[src/rtl/alu8_pkg.sv]
package alu8_pkg;

   localparam int unsigned ST_W = 8;
   localparam int unsigned FL_C = 0;
   localparam int unsigned FL_Z = 1;
   localparam int unsigned FL_V = 6;
   localparam int unsigned FL_N = 7;

   typedef enum logic [3:0] {
      OP_ADD  = 4'd0,
      OP_SUB  = 4'd1,
      OP_AND  = 4'd2,
      OP_OR   = 4'd3,
      OP_XOR  = 4'd4,
      OP_CMP  = 4'd5,
      OP_INC  = 4'd6,
      OP_DEC  = 4'd7,
      OP_SHL  = 4'd8,
      OP_SHR  = 4'd9,
      OP_ROL  = 4'd10,
      OP_ROR  = 4'd11,
      OP_FSET = 4'd12,
      OP_FCLR = 4'd13
   } alu_op_e;

   // true for operations whose result byte drives zero and negative
   function automatic logic writes_nz(input logic [3:0] op);
      return (op <= 4'd4) || ((op >= 4'd6) && (op <= 4'd11));
   endfunction

endpackage

[src/rtl/alu8_adder.sv]
module alu8_adder
   import alu8_pkg::*;
#(
   parameter int unsigned W = 8
) (
   input  logic [3:0]   op_i,
   input  logic [W-1:0] a_i,
   input  logic [W-1:0] b_i,
   input  logic         c_i,
   output logic [W-1:0] sum_o,
   output logic         c_o,
   output logic         v_o
);

   logic [W-1:0] addend;
   logic         cin;
   logic [W:0]   full;

   // one adder serves add, subtract, compare, increment and decrement
   always_comb begin
      case (alu_op_e'(op_i))
         OP_SUB:  begin addend = ~b_i;      cin = c_i;  end
         OP_CMP:  begin addend = ~b_i;      cin = 1'b1; end
         OP_INC:  begin addend = '0;        cin = 1'b1; end
         OP_DEC:  begin addend = '1;        cin = 1'b0; end
         default: begin addend = b_i;       cin = c_i;  end
      endcase
   end

   assign full  = {1'b0, a_i} + {1'b0, addend} + {{W{1'b0}}, cin};
   assign sum_o = full[W-1:0];
   assign c_o   = full[W];
   assign v_o   = (a_i[W-1] == addend[W-1]) && (full[W-1] != a_i[W-1]);

endmodule

[src/rtl/alu8_bitops.sv]
module alu8_bitops
   import alu8_pkg::*;
#(
   parameter int unsigned W = 8
) (
   input  logic [3:0]   op_i,
   input  logic [W-1:0] a_i,
   input  logic [W-1:0] b_i,
   input  logic         c_i,
   output logic [W-1:0] res_o,
   output logic         c_o
);

   always_comb begin
      res_o = a_i;
      c_o   = c_i;
      case (alu_op_e'(op_i))
         OP_AND: res_o = a_i & b_i;
         OP_OR:  res_o = a_i | b_i;
         OP_XOR: res_o = a_i ^ b_i;
         OP_SHL: begin res_o = {a_i[W-2:0], 1'b0}; c_o = a_i[W-1]; end
         OP_SHR: begin res_o = {1'b0, a_i[W-1:1]}; c_o = a_i[0];   end
         OP_ROL: begin res_o = {a_i[W-2:0], c_i};  c_o = a_i[W-1]; end
         OP_ROR: begin res_o = {c_i, a_i[W-1:1]};  c_o = a_i[0];   end
         default: ;
      endcase
   end

endmodule

[src/rtl/alu8_merge.sv]
module alu8_merge
   import alu8_pkg::*;
#(
   parameter int unsigned W = 8
) (
   input  logic [3:0]      op_i,
   input  logic [W-1:0]    a_i,
   input  logic [ST_W-1:0] st_i,
   input  logic [2:0]      sel_i,
   input  logic [W-1:0]    sum_i,
   input  logic            sum_c_i,
   input  logic            sum_v_i,
   input  logic [W-1:0]    bit_i,
   input  logic            bit_c_i,
   output logic [W-1:0]    res_o,
   output logic [ST_W-1:0] st_o
);

   logic upd_nz;

   always_comb begin
      res_o  = a_i;
      st_o   = st_i;
      upd_nz = 1'b0;
      case (alu_op_e'(op_i))
         OP_ADD, OP_SUB: begin
            res_o      = sum_i;
            st_o[FL_C] = sum_c_i;
            st_o[FL_V] = sum_v_i;
            upd_nz     = 1'b1;
         end
         OP_CMP: begin
            st_o[FL_C] = sum_c_i;
            st_o[FL_Z] = (sum_i == '0);
            st_o[FL_N] = sum_i[W-1];
         end
         OP_INC, OP_DEC: begin
            res_o  = sum_i;
            upd_nz = 1'b1;
         end
         OP_AND, OP_OR, OP_XOR: begin
            res_o  = bit_i;
            upd_nz = 1'b1;
         end
         OP_SHL, OP_SHR, OP_ROL, OP_ROR: begin
            res_o      = bit_i;
            st_o[FL_C] = bit_c_i;
            upd_nz     = 1'b1;
         end
         OP_FSET: st_o[sel_i] = 1'b1;
         OP_FCLR: st_o[sel_i] = 1'b0;
         default: ;
      endcase
      if (upd_nz) begin
         st_o[FL_Z] = (res_o == '0);
         st_o[FL_N] = res_o[W-1];
      end
   end

endmodule

[src/rtl/alu8_core.sv]
module alu8_core
   import alu8_pkg::*;
#(
   parameter int unsigned DATA_W  = 8,
   parameter int unsigned OUT_REG = 1
) (
   input  logic              clk_i,
   input  logic              rst_ni,
   input  logic [3:0]        op_i,
   input  logic [DATA_W-1:0] a_i,
   input  logic [DATA_W-1:0] b_i,
   input  logic [ST_W-1:0]   status_i,
   input  logic [2:0]        flag_sel_i,
   output logic [DATA_W-1:0] result_o,
   output logic [ST_W-1:0]   status_o
);

   if (DATA_W < 2) begin : g_bad_w
      $error("alu8_core: DATA_W must be at least 2");
   end
   if (OUT_REG > 1) begin : g_bad_r
      $error("alu8_core: OUT_REG must be 0 or 1");
   end

   logic [DATA_W-1:0] sum, bits, nx_res;
   logic              sum_c, sum_v, bit_c;
   logic [ST_W-1:0]   nx_st;

   alu8_adder #(.W(DATA_W)) u_add (
      .op_i (op_i),
      .a_i  (a_i),
      .b_i  (b_i),
      .c_i  (status_i[FL_C]),
      .sum_o(sum),
      .c_o  (sum_c),
      .v_o  (sum_v)
   );

   alu8_bitops #(.W(DATA_W)) u_bit (
      .op_i (op_i),
      .a_i  (a_i),
      .b_i  (b_i),
      .c_i  (status_i[FL_C]),
      .res_o(bits),
      .c_o  (bit_c)
   );

   alu8_merge #(.W(DATA_W)) u_mrg (
      .op_i   (op_i),
      .a_i    (a_i),
      .st_i   (status_i),
      .sel_i  (flag_sel_i),
      .sum_i  (sum),
      .sum_c_i(sum_c),
      .sum_v_i(sum_v),
      .bit_i  (bits),
      .bit_c_i(bit_c),
      .res_o  (nx_res),
      .st_o   (nx_st)
   );

   if (OUT_REG == 1) begin : g_reg
      always_ff @(posedge clk_i or negedge rst_ni) begin
         if (!rst_ni) begin
            result_o <= '0;
            status_o <= '0;
         end else begin
            result_o <= nx_res;
            status_o <= nx_st;
         end
      end
   end else begin : g_comb
      assign result_o = nx_res;
      assign status_o = nx_st;
   end

endmodule

[config.mk]
export PLATFORM = sky130hd
export DESIGN_NAME = alu8_core
export DESIGN_NICKNAME = d
export VERILOG_FILES = /design/src/rtl/alu8_pkg.sv /design/src/rtl/alu8_adder.sv /design/src/rtl/alu8_bitops.sv /design/src/rtl/alu8_merge.sv /design/src/rtl/alu8_core.sv
export SDC_FILE = /design/constraint.sdc
export NUM_CORES = 1
export LEC_CHECK = 0
export ABC_CLOCK_PERIOD_IN_PS = 800
export CAP_MARGIN = 0
export CORE_MARGIN = 8
export CORE_UTILIZATION = 45
export CTS_CLUSTER_SIZE = 40
export DETAILED_ROUTE_END_ITERATION = 10
export PLACE_DENSITY_LB_ADDON = 0.05
export SYNTH_ARGS = -nofsm -noshare
export SYNTH_HDL_FRONTEND = slang
export SYNTH_HIERARCHICAL = 1
export SYNTH_SLANG_ARGS = --single-unit
[constraint.sdc]
create_clock -name clk_i -period 0.8 [get_ports clk_i]
set_input_delay 0.12 -clock clk_i [delete_from_list [all_inputs] [get_ports clk_i]]
set_output_delay 0.12 -clock clk_i [all_outputs]
set_load 0.01 [all_outputs]
; After elaboration in Yosys (flattened, before gate mapping)
; Cells that the tools add are included.
[word_totals]
register_bits = 16
input_bits = 33
word_cells = 58
[op_classes]
add_sub_neg = 2
magnitude_cmp = 2
n_eq_ne = 15
mux = 15
n_bitwise = 7
n_reduce_logical = 15
[op_table]
columns = cell, count
row1 = $pmux 8 s7, 1
row2 = $eq 4x4->1 const B, 6
row3 = $pmux 8 s3, 1
row4 = $and 8x8->8, 2
row5 = $eq 4x3->1 const B, 4
row6 = $logic_not 8->1, 2
row7 = $not 8->8, 2
row8 = $or 8x8->8, 2
row9 = $pmux 8 s2, 1
row10 = $reduce_or 11->1, 1
row11 = $reduce_or 2->1, 5
row12 = $add 8x8->9, 1
row13 = $add 9x1->9, 1
row14 = $pmux 1 s3, 3
row15 = $eq 4x2->1 const B, 2
row16 = $pmux 4 s2, 1
row17 = $reduce_or 4->1, 2
row18 = $xor 8x8->8, 1
row19 = $reduce_or 7->1, 1
row20 = $eq 4x1->1 const B, 1
row21 = $logic_not 4->1, 1
row22 = $lt 3x4->1 const B, 1
row23 = $mux 1, 4
row24 = $pmux 1 s2, 2
row25 = 7 further kinds, 8

; Longest topological paths before layout
[logic_depth]
word_depth = 8
ltp_mapped = 15
ltp_nobuf = 13

; Cells and area by module
; The synthesis kept the hierarchy.
[modules_own_cells]
columns = mod, instances, cells_each, area_per_inst_um2, seq_area_each_um2
row1 = alu8_bitops, 1, 121, 844.6, 0.0
row2 = alu8_merge, 1, 101, 701.9, 0.0
row3 = alu8_adder, 1, 70, 516.7, 0.0
row4 = alu8_core, 1, 16, 400.4, 400.4

; Least setup slack after synthesis
; OpenSTA, ideal clock, no wires.
[synth_timing]
path_kind = input to register
start = in op_i[3]
end = reg status_o[1]
setup_time_ps = 92
arrival_ps = 2990
required_time_ps = 708
setup_slack_ps = -2282
path_stages = 15
n_path_buf = 2
path_cell_list = buf_2 -> inv_1 -> and3_1 -> buf_2 -> o22a_1 -> fa_1 -> fa_1 -> a21oi_1 -> o211ai_1 -> a21oi_1 -> xnor2_1 -> or4_1 -> nor3_1 -> o21ai_1 -> o31ai_2
[synth_via]
elab_chain_cells = 8
elab_cells_between_ends = 30
[synth_lines]
columns = element, line_no
row1 = from (decl), alu8_core.sv:9  ; input logic [3:0] op_i,
row2 = $eq 4x1->1 or $eq 4x3->1 (tied branches), alu8_adder.sv:21  ; case (alu_op_e'(op_i))
row3 = $reduce_or 2->1 (no source line), n/a
row4 = $pmux 8 s3, alu8_adder.sv:21
row5 = $add 8x8->9, alu8_adder.sv:30  ; assign full = {1'b0, a_i} + {1'b0, addend} + {{W{1'b0}}, cin};
row6 = $add 9x1->9 *, alu8_adder.sv:30
row7 = net sum[6], alu8_core.sv:25  ; logic [DATA_W-1:0] sum, bits, nx_res;
row8 = $logic_not 8->1 or $pmux 8 s2 (tied branches), "alu8_merge.sv:34, alu8_merge.sv:25"
row9 = $pmux 1 s3 or $logic_not 8->1 (tied branches), "alu8_merge.sv:25, alu8_merge.sv:55"
row10 = $mux 1 *, alu8_merge.sv:54  ; if (upd_nz) begin
row11 = net nx_st[1], alu8_core.sv:27  ; logic [ST_W-1:0] nx_st;
row12 = to (signal assigned), alu8_core.sv:69  ; status_o <= nx_st;
row13 = to (decl), alu8_core.sv:15  ; output logic [ST_W-1:0] status_o
; Mark *: on every way through the listed nets, which the timed path passes. The rest lies on a longest branch.

; Worst setup path after layout
[layout_timing]
start = in op_i[2]
end = reg status_o[1]
; Same word-level chain as after synthesis.

==> flow_metrics.py <==
metrics = {
    "worst_setup_path": {
        "cp-end-kind": "flop",
        "cp.arrival_ps": 2900,
        "path_class": "input pin to flop",
        "start_kind": "input pin",
        "crit_fanout": 3,
        "slowest_delay_ps": 480,
        "timing.critical_path.mode_cell": "fa_2",
        "path_delay_family": "simple AND/OR/NAND/NOR gates",
        "path_buf_inv": 1,
        "slowest_stage": "or4_1",
        "path_cells": "buf_6, nand2b_4, and3_4, o22a_1, fa_2, fa_2, a21oi_4, o211ai_1, a21oi_1, xnor2_1, or4_1, nor3_2, o21ai_1, o31ai_2",
        "cp.required_ps": 960,
    },
    "place": {
        "finalWeightedCongestion": 0.8874,
        "dp.cells": 480,
        "portBuffers": 48,
        "dp_hpwl_mm": 6.307,
        "dpl_worst_slack_ps": -2654,
    },
    "cts": {
        "clock-sinks": 16,
        "cts_buffer_depth": 2,
        "cts_root_buffer": "clkbuf_8",
        "hold_buffers": 0,
        "htreeDepth": 1,
        "cts_inserted_buffers": 3,
        "path_clk_slew_ps": 60,
        "cts_tree": "built",
    },
    "timing": {
        "slew_viol_final": 0,
        "fin_crit_sh": 3.425,
        "period_minus_slack_ps": 2740,
        "rsz0062_at_grt": "yes",
        "setup_viol": 32,
        "finalHoldViolCount": 0,
        "tightest_slew_ps": 481.3,
        "setup_ws_ps": -1940,
        "relSlewSlack": 0.6781,
        "fmax_mhz": 365.0,
        "tns_ps": -20720,
    },
    "cells_and_area": {
        "layout_commonest_cell": "buf_4",
        "final_cell_mix": "66 x buf_4, 28 x inv_1, 22 x nand2_1",
        "diodes": 0,
        "drive_gt1_frac": 0.3938,
        "syn2layout_area_growth_pct": 54.34,
        "nFillCells": 453,
        "instances_no_fill": 491,
        "layout.nets": 478,
    },
    "floorplanning": {
        "core_sq_mm": 0.005405,
        "io_pins": 49,
        "die-height_um": 89.99,
        "die_area_sq_mm": 0.008098,
        "rows": 27,
        "start_util": 0.4558,
        "die_x_um": 89.99,
    },
    "status": {
        "status": "finished with violations",
        "violations": "negative setup slack",
    },
    "synth": {
        "syn_nets": 366,
        "syn_area_sq_mm": 0.002464,
        "yosysUniqueCellTypes": 72,
        "synth_edf_count": 0,
        "ys_ff_latch": 16,
        "syn_avg_cell_area_sq_um": 7.999,
        "syn_inst": 308,
        "ys.flop_type": "dfrtp_1",
        "synth-seq-area-share": 0.1625,
        "ys_async_sr_fraction": 1.000,
        "yosys_warnings": 6,
    },
    "pwr": {
        "p_sw_mw": 1.567,
        "pwr-share-seq": 0.218,
        "power_frac_clock": 0.161,
        "internal-power_mw": 2.724,
        "p_leak_nw": 1.719,
        "power.density_mw_per_mm2": 1129,
        "comb_power_share": 0.621,
        "vdd_drop_max_mv": 0.9093,
        "switching_share": 0.3652,
    },
    "routing": {
        "drt-pass1-iter-count": 6,
        "avgViaCountPerCell": 5.837,
        "via_count": 2866,
        "postRouteAntennaNets": 0,
        "drt_iter0_drc": 237,
        "totalWireLength_mm": 8.328,
        "drc_errors": 0,
        "post_drt_wl_per_cell_um": 16.96,
    },
    "hold_path": {
        "min_path_type": "input pin to asynchronous set/reset pin",
    },
    "global_route": {
        "grt_pass1_wl_mm": 13.47,
        "overflow": 0,
        "grt_pass1_vias": 2736,
        "grt_util_all_layers": 0.1951,
        "grt_max_degree": 32,
        "antenna_found_initial": 0,
    },
    "run": {
        "cap_violations": 0,
    },
}
power by group through the flow:
stage	logic (mW)	clock network [mW]	registers, mW
floorplan	1.16	0	1.01
global placement	2.36	0	0.948
detailed placement	2.39	0	0.950
CTS	2.48	0.700	0.933
global route	2.87	0.756	0.944
finish	2.66	0.692	0.935
synth_stat cells, drive strengths merged (4+ instances only):
cell / n / area, sq um
a21oi: 25 / 132.6
a222oi: 5 / 50.05
a22o: 5 / 43.79
a22oi: 6 / 45.04
a31oi: 5 / 37.53
and2b: 4 / 32.53
buf: 14 / 100.1
dfrtp: 16 / 400.4
ha: 23 / 287.8
inv: 29 / 108.9
mux2: 7 / 86.33
nand2: 24 / 97.59
nand2b: 7 / 43.79
nand3: 4 / 20.02
nor2: 20 / 77.58
nor2b: 8 / 52.55
nor3: 10 / 61.31
o21ai: 24 / 135.1
o22a: 10 / 87.58
o22ai: 4 / 31.28
o31ai: 6 / 50.05
xnor2: 4 / 35.03
layer usage:
| layer | part of all wire | track usage | wire length [um] |
|---|---|---|---|
| met5 | 0 | 0 | 0 |
| met3 | 0.071 | 0.03242 | 589 |
| met2 | 0.49 | 0.3301 | 4060 |
| met4 | 0.016 | 0.04300 | 133 |
| met1 | 0.43 | 0.2520 | 3545 |
registers in the layout, indices dropped and copies added (netlist names):
register and count:
result_o 8, status_o 8
through the flow:
stage                 util  cell area (sq um)  hold WS, ps  power (mW)
floorplan                -               2547       -175.6       2.169
global placement    0.6521               3525        467.4       3.304
detailed placement  0.6521               3525        471.0       3.337
CTS                 0.6752               3650        216.5       4.114
global route        0.7035               3802        219.2       4.569
finish              0.7035               3802        213.2       4.291
worst max-delay path by stage:
stage	from	endpoint	slack [ps]	depth (start not counted)
detailed placement	op_i[1]	status_o[1]	-2650	14
floorplan	op_i[2]	status_o[1]	-2020	14
global route	op_i[1]	status_o[1]	-2040	15
global placement	op_i[1]	status_o[1]	-2630	14
CTS	op_i[2]	status_o[1]	-1940	14
finish	op_i[2]	status_o[1]	-1940	14
kinds of logic after synthesis:
| kind of cell | after synthesis | share of synthesized area |
|---|---|---|
| AOI/OAI and AO/OA | 114 | 0.3377 |
| xor gates and xnor gates | 5 | 0.01777 |
| adders and majority gates | 25 | 0.1331 |
| buffers and inverters | 46 | 0.08938 |
| DFF | 16 | 0.1625 |
| muxes | 9 | 0.04317 |
| and+or+nand+nor | 93 | 0.2164 |
cell type report:
class,count,area (sq um),share of cell area
timing repair buffer,124,1074,0.2823
tap,72,90.09,0.02369
sequential,16,400.4,0.1053
multi-input combinational,246,2074,0.5456
inverter,29,108.9,0.02863
clock buffer,4,55.05,0.01448
what timing repair did:
action,4_1_cts,5_1_grt
pin swaps,24,30
gates resized for setup,118,34
buffers inserted,5,5
setup endpoints to repair,32,32
gates cloned,0,0
Power figures use the tool's default switching activity.
